$ cat config.mk
export PLATFORM = sky130hd
export DESIGN_NAME = gpio_grp_irq
export DESIGN_NICKNAME = d
export VERILOG_FILES = /design/src/rtl/gpi_pkg.sv /design/src/rtl/gpi_sync.sv /design/src/rtl/gpi_group.sv /design/src/rtl/gpio_grp_irq.sv
export SDC_FILE = /design/constraint.sdc
export NUM_CORES = 1
export LEC_CHECK = 0
export BUFFER_PORTS_ARGS = -buffer_cell sky130_fd_sc_hd__buf_2
export CORE_MARGIN = 2
export CORE_UTILIZATION = 62
export CTS_BUF_LIST = sky130_fd_sc_hd__clkbuf_2 sky130_fd_sc_hd__clkbuf_4 sky130_fd_sc_hd__clkbuf_8
export DETAILED_ROUTE_END_ITERATION = 10
export MAX_ROUTING_LAYER = met4
export PLACE_DENSITY = 0.9
export SLEW_MARGIN = 20
export SYNTH_ARGS = -nofsm -noshare
export SYNTH_HDL_FRONTEND = slang
export SYNTH_HIERARCHICAL = 1
export SYNTH_SLANG_ARGS = --single-unit
$ cat constraint.sdc
create_clock -name clk -period 5.71 [get_ports clk]
set_input_delay 1.713 -clock clk [delete_from_list [all_inputs] [get_ports clk]]
set_output_delay 1.713 -clock clk [all_outputs]
set_load 0.05 [all_outputs]
$ cat src/rtl/gpi_pkg.sv
package gpi_pkg;
  localparam int GRP_N   = 8;
  localparam int MODE_W  = 3;
  localparam int SEL_W   = 4;
  localparam int PORT_W  = 32;

  localparam int OFF_MODE  = 'h78;
  localparam int OFF_SEL   = 'h7C;
  localparam int OFF_EN    = 'h80;
  localparam int OFF_ACK   = 'h84;
  localparam int OFF_RAW   = 'h88;
  localparam int OFF_MASKD = 'h8C;

  typedef enum logic [MODE_W-1:0] {
    TRG_OFF  = 3'd0,
    TRG_HIGH = 3'd1,
    TRG_LOW  = 3'd2,
    TRG_SOFT = 3'd3,
    TRG_RSV  = 3'd4,
    TRG_RISE = 3'd5,
    TRG_FALL = 3'd6,
    TRG_BOTH = 3'd7
  } trig_e;
endpackage

$ cat src/rtl/gpi_sync.sv
module gpi_sync #(
  parameter int WIDTH = 128
) (
  input  logic             clk,
  input  logic             rst_n,
  input  logic [WIDTH-1:0] d_async,
  output logic [WIDTH-1:0] d_sync
);
  logic [WIDTH-1:0] meta_q;

  always_ff @(posedge clk or negedge rst_n) begin
    if (!rst_n) begin
      meta_q <= '0;
      d_sync <= '0;
    end else begin
      meta_q <= d_async;
      d_sync <= meta_q;
    end
  end
endmodule

$ cat src/rtl/gpi_group.sv
module gpi_group
  import gpi_pkg::*;
#(
  parameter int NPINS = 128,
  parameter int GIDX  = 0
) (
  input  logic             clk,
  input  logic             rst_n,
  input  logic [NPINS-1:0] pins_s,
  input  logic [SEL_W-1:0] sel,
  input  trig_e            mode,
  input  logic             ack,
  output logic             pend
);
  localparam int LANE_BITS = $clog2(GRP_N);
  localparam int IDX_W     = SEL_W + LANE_BITS;

  logic [IDX_W-1:0] src_idx;
  logic             cur;
  logic             prev_q;
  logic             rise, fall, trig;
  logic             pend_d;

  assign src_idx = {sel, LANE_BITS'(GIDX)};
  assign cur     = (int'(src_idx) < NPINS) ? pins_s[src_idx] : 1'b0;

  always_ff @(posedge clk or negedge rst_n) begin
    if (!rst_n) prev_q <= 1'b0;
    else        prev_q <= cur;
  end

  assign rise = cur & ~prev_q;
  assign fall = ~cur & prev_q;

  always_comb begin
    case (mode)
      TRG_RISE: trig = rise;
      TRG_FALL: trig = fall;
      TRG_BOTH: trig = rise | fall;
      default:  trig = 1'b0;
    endcase
  end

  always_comb begin
    case (mode)
      TRG_HIGH:                   pend_d = cur;
      TRG_LOW:                    pend_d = ~cur;
      TRG_SOFT:                   pend_d = 1'b1;
      TRG_RISE, TRG_FALL, TRG_BOTH: pend_d = (pend & ~ack) | trig;
      default:                    pend_d = 1'b0;
    endcase
  end

  always_ff @(posedge clk or negedge rst_n) begin
    if (!rst_n) pend <= 1'b0;
    else        pend <= pend_d;
  end


  p_soft_sets_r8: assert property (@(posedge clk) disable iff (!rst_n)
    (mode == TRG_SOFT) |=> pend);


  p_off_clears_r12: assert property (@(posedge clk) disable iff (!rst_n)
    (mode == TRG_OFF || mode == TRG_RSV) |=> !pend);


  p_edge_sticky_r5: assert property (@(posedge clk) disable iff (!rst_n)
    ((mode == TRG_RISE || mode == TRG_FALL || mode == TRG_BOTH) && pend && !ack) |=> pend);


  p_ack_clears_r6: assert property (@(posedge clk) disable iff (!rst_n)
    ((mode == TRG_RISE || mode == TRG_FALL || mode == TRG_BOTH) && ack && !trig) |=> !pend);


  p_edge_beats_ack_r7: assert property (@(posedge clk) disable iff (!rst_n)
    (trig && ack) |=> pend);
endmodule

$ cat src/rtl/gpio_grp_irq.sv
module gpio_grp_irq
  import gpi_pkg::*;
#(
  parameter int NUM_PORTS = 4,
  parameter int ADDR_W    = 8,
  parameter int DATA_W    = 32
) (
  input  logic                        clk,
  input  logic                        rst_n,
  input  logic [ADDR_W-1:0]           addr,
  input  logic                        wr_en,
  input  logic [DATA_W-1:0]           wdata,
  output logic [DATA_W-1:0]           rdata,
  input  logic [NUM_PORTS*PORT_W-1:0] pins,
  output logic                        irq
);
  localparam int NPINS    = NUM_PORTS * PORT_W;
  localparam int MODE_TOT = GRP_N * MODE_W;
  localparam int SEL_TOT  = GRP_N * SEL_W;

  logic [MODE_TOT-1:0] mode_q;
  logic [SEL_TOT-1:0]  sel_q;
  logic [GRP_N-1:0]    en_q;
  logic [GRP_N-1:0]    ack_p;
  logic [GRP_N-1:0]    pend;
  logic [GRP_N-1:0]    pend_en;
  logic [NPINS-1:0]    pins_s;

  logic hit_mode, hit_sel, hit_en, hit_ack, hit_raw, hit_maskd;

  assign hit_mode  = (addr == ADDR_W'(OFF_MODE));
  assign hit_sel   = (addr == ADDR_W'(OFF_SEL));
  assign hit_en    = (addr == ADDR_W'(OFF_EN));
  assign hit_ack   = (addr == ADDR_W'(OFF_ACK));
  assign hit_raw   = (addr == ADDR_W'(OFF_RAW));
  assign hit_maskd = (addr == ADDR_W'(OFF_MASKD));

  always_ff @(posedge clk or negedge rst_n) begin
    if (!rst_n) begin
      mode_q <= '0;
      sel_q  <= '0;
      en_q   <= '0;
    end else if (wr_en) begin
      if (hit_mode) mode_q <= wdata[MODE_TOT-1:0];
      if (hit_sel)  sel_q  <= wdata[SEL_TOT-1:0];
      if (hit_en)   en_q   <= wdata[GRP_N-1:0];
    end
  end

  assign ack_p = (wr_en && hit_ack) ? wdata[GRP_N-1:0] : '0;

  gpi_sync #(.WIDTH(NPINS)) u_sync (
    .clk    (clk),
    .rst_n  (rst_n),
    .d_async(pins),
    .d_sync (pins_s)
  );

  for (genvar g = 0; g < GRP_N; g++) begin : g_grp
    gpi_group #(.NPINS(NPINS), .GIDX(g)) u_grp (
      .clk   (clk),
      .rst_n (rst_n),
      .pins_s(pins_s),
      .sel   (sel_q[g*SEL_W +: SEL_W]),
      .mode  (trig_e'(mode_q[g*MODE_W +: MODE_W])),
      .ack   (ack_p[g]),
      .pend  (pend[g])
    );
  end

  assign pend_en = pend & en_q;
  assign irq     = |pend_en;

  always_comb begin
    rdata = '0;
    if (hit_mode)       rdata = DATA_W'(mode_q);
    else if (hit_sel)   rdata = DATA_W'(sel_q);
    else if (hit_en)    rdata = DATA_W'(en_q);
    else if (hit_raw)   rdata = DATA_W'(pend);
    else if (hit_maskd) rdata = DATA_W'(pend_en);
  end


  p_irq_needs_enable_r10: assert property (@(posedge clk) disable iff (!rst_n)
    irq |-> (en_q != '0));
endmodule

==> results.cfg, run 1 <==
[detailed_routing]
wl_per_cell_um = 19.9
routed_wl_um = 25000
drc = 0
drt_iter0_markers = 445
drtAntennaViolNets = 0
vias = 6991
vias_per_cell = 5.56
first_pass_iters = 7

[global_route]
grt_pass1_vias = 7613
track_usage_pct = 26.3
grt_pass1_wl_um = 39000
antenna_found_initial = 1
grt_start_max_net_pins = 112
grt.overflow.total = 0

[synth]
syn_area_mm2 = 0.0120
synth_warnings = 6
synth.net_count = 897
synth-edff-count = 0
ys_seq_area_share_pct = 70.3
synth_cells = 710
synthArstFlopShare_pct = 100
synthFlopType = dfrtp_1
ys_ff_latch = 336
synth_area_per_cell_um2 = 16.8
synth_cell_types = 39

[power_and_ir_drop]
worst_ir_drop_vdd_uv = 281
leakage_uw = 0.00688
seq_power_share_pct = 53.0
power.internal_uw = 3780
clkPwrFrac_pct = 41.1
powerDensity_mw_per_mm2 = 338
switchingPower_uw = 1090
combPwrFrac_pct = 5.8
total_power_uw = 4870
swShare_pct = 22.4

[timing]
slew_viol_final = 0
post-route-period-util_pct = 96.2
tightest_slew_ns = 0.817
timing.slew.headroom_pct = 45.1
holdWs_ns = 0.341
fmax_ghz = 0.182
period_needed_ns = 5.49
hold_viol = 0
clock_skew_ns = 0.0196
rsz0062_at_grt = false
finalSetupViolCount = 0
finalSetupTns_ns = 0
finalWorstSetupSlack_ns = 0.219

[cells_and_area]
drive_gt1_share_pct = 36.6
final_nets = 1150
area_growth_pct = 20.5
final_area_mm2 = 0.0144
num-fill-cells = 1054

[setup_path]
worstSetupEndpointType = primary output
crit_path_max_incr_delay_ns = 0.68
path_class = input port to primary output
arrival_ns = 3.78
path_max_fanout = 8
path_delay_family = simple AND/OR/NAND/NOR gates
cp.required_ns = 4.00
cpMostUsedCell = buf_2
crit_path_cell_trace = buf_2 > or4b_4 > or4b_1 > o2bb2a_1 > o21ai_0 > buf_2
path_buf_inv = 2
worst_path_max_delay_cell = or4b_1
startpoint_type = input port

[clock_network]
clockBufferDepth = 3
cts_buffers = 50
htreeDepth = 2
cts_tree = done
path_clk_slew_ns = 0.06
cts_hold_buf = 0
post_cts_buffers = 0
clock_latency_ns = 0.56
cts.sinks = 336
cts_root_buf = clkbuf_8
cts_resized = 0

[floorplan]
rows = 50
dieArea_mm2 = 0.0204
io_pins = 204
start_util_pct = 63.5
fp.dieH_um = 143
die_width_um = 143
core_mm2 = 0.0188

[outcome]
outcome = completed

[run]
drv_cap = 0

[place]
port-buffer-count = 203
placed_area_mm2 = 0.0133
dp_hpwl_um = 16300
post-place-ws_ns = 0.249
place_congestion = 0.874

[worst_hold_path]
hold_path_class = register to register
-- Yosys cell counts, types with 9 or more instances --
library cell / number / share of area [%]
o21ai_0: 22 / 0.92
nand2_1: 15 / 0.47
dfrtp_1: 336 / 70
inv_1: 25 / 0.79
a22oi_1: 9 / 0.57
and2_1: 16 / 0.84
nor2_1: 21 / 0.66
nand2b_1: 16 / 0.84
mux2i_1: 49 / 4.1
mux4_1: 32 / 7.0
ha_1: 16 / 1.7
mux2_2: 64 / 6.0
o211ai_1: 9 / 0.57
-- through the flow --
stage,utilization [%],cells
5_1_grt,76.5,1257
3_3_place_gp,70.9,1171
3_5_place_dp,70.9,1171
4_1_cts,76.5,1256
6_report,76.5,1257
2_1_floorplan,-,710
-- sequential cells by signal, summed over array words and instances (netlist names) --
signal              cells
g_grp.u_grp/prev_q      8
mode_q                 24
en_q                    8
sel_q                  32
u_sync/meta_q         128
g_grp.u_grp/pend        8
u_sync/d_sync         128
-- layer usage --
metal  global-route usage, %  share of wire [%]
met5                       -                  0
met4                    9.02                2.6
met3                    5.10                5.6
met2                    44.4                 52
met1                    32.3                 39
-- logic make-up (layout without fill, tap and decap cells) --
| logic type | Yosys count | in the layout | synth area share (%) |
|---|---|---|---|
| AO/OA/AOI/OAI | 82 | 82 | 5.27 |
| adder cells (fa/ha/maj) | 16 | 16 | 1.67 |
| buffers and inverters | 36 | 322 | 1.15 |
| flip-flops | 336 | 336 | 70.3 |
| multiplexers | 145 | 145 | 17.2 |
| other | 0 | 1 | 0 |
| AND/OR/NAND/NOR | 95 | 95 | 4.40 |
-- cells in the final DEF, fill, tap and decap left out, types with 4 or more instances in the layout --
| cell type | Yosys | final |
|---|---|---|
| dfrtp_1 | 336 | 336 |
| o2111a_1 | 8 | 8 |
| inv_1 | 25 | 25 |
| o21ai_0 | 22 | 22 |
| mux4_1 | 32 | 32 |
| nor3b_1 | 4 | 4 |
| clkbuf_4 | 0 | 13 |
| clkbuf_8 | 0 | 64 |
| buf_4 | 0 | 8 |
| nor2b_1 | 8 | 8 |
| clkinv_2 | 0 | 5 |
| nor2_1 | 21 | 21 |
| a32oi_1 | 8 | 8 |
| mux2_2 | 64 | 64 |
| o2111ai_1 | 8 | 8 |
| buf_2 | 2 | 202 |
| nand2b_1 | 16 | 16 |
| nand3_1 | 4 | 4 |
| ha_1 | 16 | 16 |
| nand2_1 | 15 | 15 |
| mux2i_1 | 49 | 49 |
| o211ai_1 | 9 | 9 |
| o2bb2a_1 | 6 | 6 |
| and2_1 | 16 | 16 |
| a22oi_1 | 9 | 9 |
| a211oi_1 | 8 | 8 |
-- power groups by stage --
stage | Combinational (uW) | Sequential [uW] | Clock, uW
6_report | 284 | 2580 | 2000
5_1_grt | 320 | 2590 | 2160
4_1_cts | 290 | 2580 | 2040
3_5_place_dp | 283 | 2620 | 0
3_3_place_gp | 271 | 2610 | 0
2_1_floorplan | 138 | 2590 | 0
-- path summary, 6_finish.rpt --
kind	to	slack, ns	cells past startpoint	start
min reg2reg	u_sync/d_sync[111]$_DFF_PN0_	0.34	0	u_sync/meta_q[111]$_DFF_PN0_
max in group asynchronous	u_sync/meta_q[48]$_DFF_PN0_	3.30	2	rst_n
max reg2reg	g_grp[0].u_grp/pend$_DFF_PN0_	3.12	8	sel_q[0]$_DFFE_PN0P_
min	u_sync/d_sync[111]$_DFF_PN0_	0.34	0	u_sync/meta_q[111]$_DFF_PN0_
max	rdata[6]	0.22	6	addr[5]
min in group asynchronous	u_sync/d_sync[76]$_DFF_PN0_	1.16	1	rst_n
-- final cells by class --
type	count	area (um2)	area share [%]
inverters	25	93.8	0.652
diodes	1	2.50	0.0174
clock buffers	77	978	6.79
repair buffers	212	1110	7.68
clock inverters	8	75.1	0.521
multi-input cells	338	3410	23.7
well taps	260	325	2.26
flip-flops and latches	336	8410	58.4
Note: power is estimated with default switching activity, not from simulation.
==> run 2, diff against run 1 <==
--- a/config.mk
+++ b/config.mk
@@ -5,13 +5,16 @@
 export SDC_FILE = /design/constraint.sdc
 export NUM_CORES = 1
 export LEC_CHECK = 0
+export ABC_AREA = 1
 export BUFFER_PORTS_ARGS = -buffer_cell sky130_fd_sc_hd__buf_2
 export CORE_MARGIN = 2
-export CORE_UTILIZATION = 62
+export CORE_UTILIZATION = 63
 export CTS_BUF_LIST = sky130_fd_sc_hd__clkbuf_2 sky130_fd_sc_hd__clkbuf_4 sky130_fd_sc_hd__clkbuf_8
+export CTS_CLUSTER_SIZE = 24
 export DETAILED_ROUTE_END_ITERATION = 10
 export MAX_ROUTING_LAYER = met4
 export PLACE_DENSITY = 0.9
+export SKIP_LAST_GASP = 1
 export SLEW_MARGIN = 20
 export SYNTH_ARGS = -nofsm -noshare
 export SYNTH_HDL_FRONTEND = slang
==> run 2 against run 1 <==
- sequential power hardly changed
- worst setup slack improved by 0.47 ns
- maximum frequency up 9.4%
- clock power rose by 5%
- sequential share of layout area fell by 3.2 points
- register-to-register slack improved by 0.40 ns
- total power rose by 2.5%
- design area up 5.7%
==> results.cfg, run 2 <==
[timing]
finalSetupTns_ns = 0
timing.slew.headroom_pct = 35.5
post-route-period-util_pct = 87.9
period_needed_ns = 5.02
tightest_slew_ns = 0.968
clock_skew_ns = 0.0105
fmax_ghz = 0.199
slew_viol_final = 0
rsz0062_at_grt = false
hold_viol = 0
finalSetupViolCount = 0

[synth]
yosys-top-cells-count = dfrtp_1 (336), nand2_1 (311), inv_1 (214), nand3_1 (129), nand2_2 (35)
synth_area_per_cell_um2 = 10.3
synthArstFlopShare_pct = 100
synth_warnings = 6
synth_cell_types = 28
synthFlopType = dfrtp_1
ys_seq_area_share_pct = 65.1
synth_area_leaders = dfrtp_1 (65%), nand2_1 (9.0%), inv_1 (6.2%)
yosysTopAreaCell = dfrtp_1
synth_cells = 1251
synth.net_count = 1438
synth-edff-count = 0
netlist.area_leader.share_pct = 65.1
syn_area_mm2 = 0.0129
ys_ff_latch = 336
synthMostInstantiatedCell = dfrtp_1

[worst_hold_path]
holdPathStages = 0
hold_path_end = u_sync/d_sync[55]$_DFF_PN0_
hold_path_class = register to register
min_from = u_sync/meta_q[55]$_DFF_PN0_

[run]
drv_cap = 0

[floorplan]
rows = 52
die_width_um = 147
dieArea_mm2 = 0.0217
fp.dieH_um = 147
io_pins = 204
core_mm2 = 0.0202
start_util_pct = 64.1

[global_route]
grt_pass1_vias = 9488
antenna_found_initial = 0
grt.overflow.total = 0
grt_pass1_wl_um = 45100
grt_start_max_net_pins = 131
track_usage_pct = 27.2

[clock_network]
clock_latency_ns = 0.57
post_cts_buffers = 0
clockBufferDepth = 3
cts_tree = done
cts.sinks = 336
htreeDepth = 2
path_clk_slew_ns = 0.06
cts_hold_buf = 0
cts_buffers = 51
cts_root_buf = clkbuf_8
cts_resized = 0

[cells_and_area]
area_growth_pct = 17.8
num-fill-cells = 1280
drive_gt1_share_pct = 26.3
layout_common_cells = dfrtp_1 (336), nand2_1 (311), inv_1 (214)
final_nets = 1674
final_common_cell = dfrtp_1
reg.largest.list = u_sync/d_sync: 128 flops, u_sync/meta_q: 128 flops, sel_q: 32 flops
num_antenna_cells = 0

[detailed_routing]
drtAntennaViolNets = 0
vias = 9238
routed_wl_um = 27700
wl_per_cell_um = 15.4
drt_iter0_markers = 641
drc = 0
vias_per_cell = 5.16
first_pass_iters = 7

[place]
dp_hpwl_um = 18900
place_congestion = 0.892
port-buffer-count = 203

[setup_path]
cp-startpoint = addr[0]
path_max_fanout = 25
startpoint_type = input port
path_buf_inv = 4
path_delay_family = simple AND/OR/NAND/NOR gates
r2r_end = g_grp[1].u_grp/pend$_DFF_PN0_
r2r_setup_slack_ns = 3.52
crit_path_cell_trace = buf_2 > inv_1 > nand2_2 > nor2_4 > and2_1 > buf_4 > nand2_1 > nand2_1 > buf_2
worstSetupEndpointType = primary output
regToRegStartpoint = sel_q[4]$_DFFE_PN0P_
reg2reg_depth = 11
cp.required_ns = 4.00
worst_path_max_delay_cell = buf_4
arrival_ns = 3.31
path_class = input port to primary output
crit_path_max_incr_delay_ns = 0.36

[power_and_ir_drop]
worst_ir_drop_vdd_uv = 332
swShare_pct = 23.0
power.internal_uw = 3840
total_power_uw = 4990
powerDensity_mw_per_mm2 = 328
clkPwrFrac_pct = 42.1
seq_power_share_pct = 51.8
switchingPower_uw = 1150
combPwrFrac_pct = 6.1
leakage_uw = 0.00809

[outcome]
outcome = completed
[run 2: area by class of cell]
| cell class | count | area (um2) | share of cell area, % |
|---|---|---|---|
| flip-flops and latches | 336 | 8410 | 55.2 |
| multi-input cells | 663 | 3370 | 22.1 |
| repair buffers | 211 | 1100 | 7.22 |
| clock buffers | 77 | 972 | 6.39 |
| inverters | 224 | 902 | 5.92 |
| well taps | 270 | 338 | 2.22 |
| clock inverters | 11 | 138 | 0.904 |
[run 2: stage by stage]
stage / cell area [um2] / cells / setup slack (ns) / utilization (%) / hold WS [ns]
6_report: 15200 / 1792 / 0.690 / 75.5 / 0.345
5_1_grt: 15200 / 1792 / 0.591 / 75.5 / 0.346
4_1_cts: 15200 / 1792 / 0.709 / 75.5 / 0.341
3_5_place_dp: 14100 / 1704 / 0.743 / 70.0 / 0.335
3_3_place_gp: 14100 / 1704 / 0.838 / 70.0 / 0.332
2_1_floorplan: 12900 / 1251 / 1.07 / - / 0.331
[run 2: power groups by stage]
stage	combinational (uW)	clock, uW	sequential (uW)
floorplan	172	0	2590
global placement	290	0	2610
detailed placement	303	0	2620
CTS	308	2140	2580
global route	350	2250	2590
finish	304	2100	2580
[run 2: kinds of logic after synthesis]
family | count (synthesis) | share of synthesized area [%]
buffers and inverters | 252 | 8.84
AO/OA/AOI/OAI | 80 | 4.01
AND/OR/NAND/NOR | 567 | 20.5
flip-flops | 336 | 65.1
adder cells (fa/ha/maj) | 16 | 1.55
[run 2: routing by layer]
metal	routed length (um)	global-route usage, %	share of wire (%)
met4	1050	11.5	3.8
met5	0	-	0
met2	14100	45.2	51
met1	10800	33.2	39
met3	1680	5.06	6.1
[run 2: worst max-delay path by stage]
stage	end	slack, ns	depth (start not counted)
after floorplan	rdata[2]	1.07	8
after global placement	rdata[6]	0.84	9
after detailed placement	rdata[13]	0.74	9
after CTS	rdata[16]	0.71	9
after global routing	rdata[16]	0.59	9
final	rdata[16]	0.69	9
